[src/rtl/burst_seq_pkg.sv]
package burst_seq_pkg;
  // Number of address bits that take part in a burst (four-beat bursts).
  localparam int BURST_BITS = 2;

  typedef enum logic {
    ORD_LINEAR      = 1'b0,
    ORD_INTERLEAVED = 1'b1
  } burst_order_e;

  // Low address bits for a given start value and step number.
  function automatic logic [BURST_BITS-1:0] burst_low(
    input logic [BURST_BITS-1:0] start,
    input logic [BURST_BITS-1:0] step,
    input burst_order_e          ord
  );
    if (ord == ORD_INTERLEAVED) return start ^ step;
    else                        return start + step;
  endfunction
endpackage

[src/rtl/burst_addr_gen.sv]
module burst_addr_gen
  import burst_seq_pkg::*;
#(
  parameter int ADDR_W = 19
) (
  input  logic              clk,
  input  logic              rst,
  input  logic [ADDR_W-1:0] ld_addr,
  input  logic              adv,
  input  burst_order_e      ord,
  input  logic              sleep,
  output logic [ADDR_W-1:0] iss_addr,
  output logic              iss_vld
);
  localparam int BB = BURST_BITS;

  logic [ADDR_W-1:0] base_q;
  logic [BB-1:0]     step_q;
  logic [BB-1:0]     step_nx;
  logic [BB-1:0]     low_nx;

  always_comb begin
    step_nx = step_q + BB'(1);
    low_nx  = burst_low(base_q[BB-1:0], step_nx, ord);
  end

  always_ff @(posedge clk) begin
    if (rst) begin
      base_q   <= '0;
      step_q   <= '0;
      iss_addr <= '0;
      iss_vld  <= 1'b0;
    end else begin
      iss_vld <= !sleep;
      if (!sleep) begin
        if (!adv) begin
          base_q   <= ld_addr;
          step_q   <= '0;
          iss_addr <= ld_addr;
        end else begin
          step_q   <= step_nx;
          iss_addr <= {base_q[ADDR_W-1:BB], low_nx};
        end
      end
    end
  end
endmodule

[src/rtl/burst_out_stage.sv]
module burst_out_stage #(
  parameter int ADDR_W = 19
) (
  input  logic              clk,
  input  logic              rst,
  input  logic              pipe_sel,
  input  logic [ADDR_W-1:0] in_addr,
  input  logic              in_vld,
  output logic [ADDR_W-1:0] out_addr,
  output logic              out_vld,
  output logic              pipe_mode
);
  logic              pipe_q;
  logic [ADDR_W-1:0] reg_addr;
  logic              reg_vld;

  always_ff @(posedge clk) begin
    if (rst) begin
      pipe_q   <= 1'b1;
      reg_addr <= '0;
      reg_vld  <= 1'b0;
    end else begin
      pipe_q   <= pipe_sel;
      reg_addr <= in_addr;
      reg_vld  <= in_vld;
    end
  end

  always_comb begin
    out_addr  = pipe_q ? reg_addr : in_addr;
    out_vld   = pipe_q ? reg_vld  : in_vld;
    pipe_mode = pipe_q;
  end
endmodule

[src/rtl/burst_seq_top.sv]
module burst_seq_top
  import burst_seq_pkg::*;
#(
  parameter int ADDR_W = 19
) (
  input  logic              clk,
  input  logic              rst,
  input  logic [ADDR_W-1:0] addr_in,
  input  logic              adv,
  input  logic              order,
  input  logic              pipe_sel,
  input  logic              sleep,
  output logic [ADDR_W-1:0] eff_addr,
  output logic              eff_valid,
  output logic              pipe_mode
);
  logic [ADDR_W-1:0] iss_addr;
  logic              iss_vld;
  burst_order_e      ord;

  assign ord = burst_order_e'(order);

  burst_addr_gen #(.ADDR_W(ADDR_W)) u_gen (
    .clk      (clk),
    .rst      (rst),
    .ld_addr  (addr_in),
    .adv      (adv),
    .ord      (ord),
    .sleep    (sleep),
    .iss_addr (iss_addr),
    .iss_vld  (iss_vld)
  );

  burst_out_stage #(.ADDR_W(ADDR_W)) u_out (
    .clk       (clk),
    .rst       (rst),
    .pipe_sel  (pipe_sel),
    .in_addr   (iss_addr),
    .in_vld    (iss_vld),
    .out_addr  (eff_addr),
    .out_vld   (eff_valid),
    .pipe_mode (pipe_mode)
  );
endmodule

[config.mk]
export PLATFORM = sky130hd
export DESIGN_NAME = burst_seq_top
export DESIGN_NICKNAME = d
export VERILOG_FILES = /design/src/rtl/burst_seq_pkg.sv /design/src/rtl/burst_addr_gen.sv /design/src/rtl/burst_out_stage.sv /design/src/rtl/burst_seq_top.sv
export SDC_FILE = /design/constraint.sdc
export NUM_CORES = 1
export LEC_CHECK = 0
export BUFFER_PORTS_ARGS = -buffer_cell sky130_fd_sc_hd__buf_4
export CORE_MARGIN = 2
export CORE_UTILIZATION = 57
export CTS_CLUSTER_SIZE = 28
export DETAILED_ROUTE_END_ITERATION = 6
export MAX_ROUTING_LAYER = met4
export PLACE_DENSITY = 0.82
export SYNTH_ARGS = -nofsm -noshare
export SYNTH_HDL_FRONTEND = slang
export SYNTH_SLANG_ARGS = --single-unit
[constraint.sdc]
create_clock -name clk -period 4.03 [get_ports clk]
set_input_delay 0.403 -clock clk [delete_from_list [all_inputs] [get_ports clk]]
set_output_delay 0.403 -clock clk [all_outputs]
set_load 0.005 [all_outputs]
==> flow_summary_export.csv <==
group,metric,value,unit
logic_synthesis,synth_fp_nets,297,
logic_synthesis,yosysTopAreaCell,"dfxtp_1",
logic_synthesis,yosysWarningCount,0,
cells_and_area,diodes,0,
cells_and_area,drive_gt1_frac,0.260,
logic_synthesis,synth-seq-area-share,0.501,
drt,vias,1816,
timing,maxSlewHeadroom,0.406,
logic_synthesis,synth_commonest_cells,"dfxtp_1 (62), a21oi_1 (39), nand2_1 (39)",
timing,setup_viol,0,
critical_path,crit_path_end_kind,"primary output",
global_route,overflow,0,
floorplanning,rows,23,
clocking,postCtsSetupRepairBufs,0,
global_route,grt_antenna_before_repair,0,
logic_synthesis,synth.area.top_cells,"dfxtp_1 (50%), mux2_2 (9.1%), a21oi_1 (7.9%)",
global_route,grt_max_degree,62,
logic_synthesis,yosys.area_share.simple,0.192,
power_and_ir_drop,peakVddDrop,0.260,mV
floorplanning,core_area,4090,sq um
outcome,status,"completed",
floorplanning,dieArea,4890,sq um
logic_synthesis,synth_mux_area_frac,0.163,
global_route,grt_pass1_wl,7.63,mm
logic_synthesis,dominantRegCellSynth,"dfxtp_1",
logic_synthesis,synth_edf_count,0,
critical_path,critPathMaxFanout,21,
drt,drtAntennaViolNets,0,
critical_path,critPathArrivalTime,1790,ps
timing,slew_viol_final,0,
timing,skew,7.17,ps
power_and_ir_drop,leakagePower,1.29,nW
place,dpl.hpwl,3.01,mm
timing,hold_slack,258,ps
timing,tightestPinTransition,890,ps
floorplanning,initial_core_util,0.607,
logic_synthesis,yosysMostFrequentCell,"dfxtp_1",
clocking,cts_hold_buf,0,
drt,routed_wl,4.59,mm
logic_synthesis,synth-seq-cells,62,
critical_path,worst-setup-path-type,"reg2out",
global_route,grt_pass1_vias,1623,
logic_synthesis,synth_cell_types,24,
timing,hold_violations,0,
critical_path,required,3630,ps
logic_synthesis,synth_xor_area_frac,0.0126,
timing,fin_crit_sh,0.545,
job,cap_violations,0,
logic_synthesis,yosys.area.top_type_share,0.501,
clocking,htreeDepth,3,
logic_synthesis,synth_compound_area_frac,0.0848,
cells_and_area,syn_to_final_growth,18.9,%
floorplanning,io_pins,46,
logic_synthesis,avgSynthCellArea,9.15,sq um
clocking,path_clk_slew,60,ps
drt,drc,0,
power_and_ir_drop,powerDensity,424,nW/um^2
min_path,holdCritPathClass,"in2reg",
clocking,numCtsBuffers,9,
drt,drtIter0Drc,98,
floorplanning,fp.dieW,70.0,um
place,gp_congestion,0.741,
logic_synthesis,syn_area,2480,sq um
cells_and_area,nNetsFinal,333,
drt,first_pass_iters,4,
clocking,clock_latency,330,ps
place,io_buffers,45,
drt,wl_per_cell,12.7,um
global_route,grtUsageTotal,0.207,
clocking,cts_tree,"built",
drt,via_per_inst,5.03,
timing,grt_setup_unrepaired,"false",
clocking,cts_resized,0,
timing,setup_tns,0,ps
clocking,root_buffer,"clkbuf_8",
place,place_area,2780,sq um
cells_and_area,fin_cells,361,
logic_synthesis,synthAdderAreaFrac,0.00505,
floorplanning,die_h,70.0,um
timing,min_period,2200,ps
critical_path,start_kind,"flop",
clocking,cts_sinks,62,
clocking,clockBufferDepth,2,
logic_synthesis,async_flop_share,0,
cells_and_area,final_area,2950,sq um
timing,fmax,455,MHz
place,dpl.cell_count,346,
power_and_ir_drop,total_power,1.25,mW
logic_synthesis,synth_cells,271,
logic_synthesis,synth_top_family_by_area,"simple AND/OR/NAND/NOR gates",
kinds of logic (layout without fill, tap and decap cells):
group / after synthesis / after routing
muxes: 38 / 38
xor gates and xnor gates: 2 / 2
and+or+nand+nor: 105 / 105
DFF: 62 / 62
buffers and inverters: 21 / 61
adders and majority gates: 1 / 1
AOI/OAI and AO/OA: 42 / 42
metrics by stage:
step,setup WS [ps],util
finish,1830,0.722
global route,1730,0.722
CTS,1790,0.722
detailed placement,2150,0.681
global placement,2170,0.681
floorplan,2690,-
flip-flops by register name (all words and copies together), names as in the netlist:
name,flops
u_out.pipe_mode,1
u_out.reg_vld,1
u_gen.base_q,19
u_gen.iss_addr,19
u_out.reg_addr,19
u_gen.step_q,2
u_gen.iss_vld,1
worst max-delay path: stages (launching register included):
cell	delay, ps
dfxtp_1	900
mux2_2	420
buf_4	140
cells in the final DEF, fill, tap and decap left out, drive strengths merged:
cell    Yosys  final
clkbuf      6     14
buf        14     45
o21ai       3      3
nor3b       1      1
and2b       1      1
or4b        1      1
xnor3       1      1
nor2b      21     21
nand2      39     39
or2         2      2
xor2        1      1
inv         1      1
dfxtp      62     62
clkinv      0      1
mux2       20     20
and2        1      1
nor2       39     39
ha          1      1
mux2i      18     18
a21oi      39     39
final timing paths:
kind | start | end | slack [ps] | cells past startpoint
max | u_out.pipe_mode | eff_addr[2] | 1830 | 2
min | pipe_sel | u_out.pipe_mode | 260 | 2
max reg2reg | u_gen.step_q[0] | u_gen.iss_addr[1] | 2580 | 6
min reg2reg | u_gen.base_q[3] | u_gen.base_q[3] | 450 | 2
report_power, final:
part / internal (mW) / total [mW] / switching (mW) / leakage, nW
Clock: 0.253 / 0.468 / 0.215 / 0.0865
Combinational: 0.0651 / 0.126 / 0.0605 / 0.700
Sequential: 0.639 / 0.657 / 0.0172 / 0.506
Total: 0.958 / 1.25 / 0.293 / 1.29
per-layer routing:
layer	global-route usage	up-vias	part of all wire
li1	-	966	-
met4	0.0897	0	0.012
met1	0.282	813	0.51
met3	0.0707	6	0.044
met5	-	-	0
met2	0.276	31	0.44
area by class of cell:
| cell class | instances | area (sq um) |
|---|---|---|
| inverters | 1 | 3.75 |
| well taps | 50 | 62.6 |
| clock buffers | 14 | 163 |
| repair buffers | 45 | 338 |
| multi-input cells | 188 | 1140 |
| clock inverters | 1 | 5.00 |
| flip-flops and latches | 62 | 1240 |
| fillers | 330 | 1140 |
No activity file was read; power rests on OpenSTA's default activity.
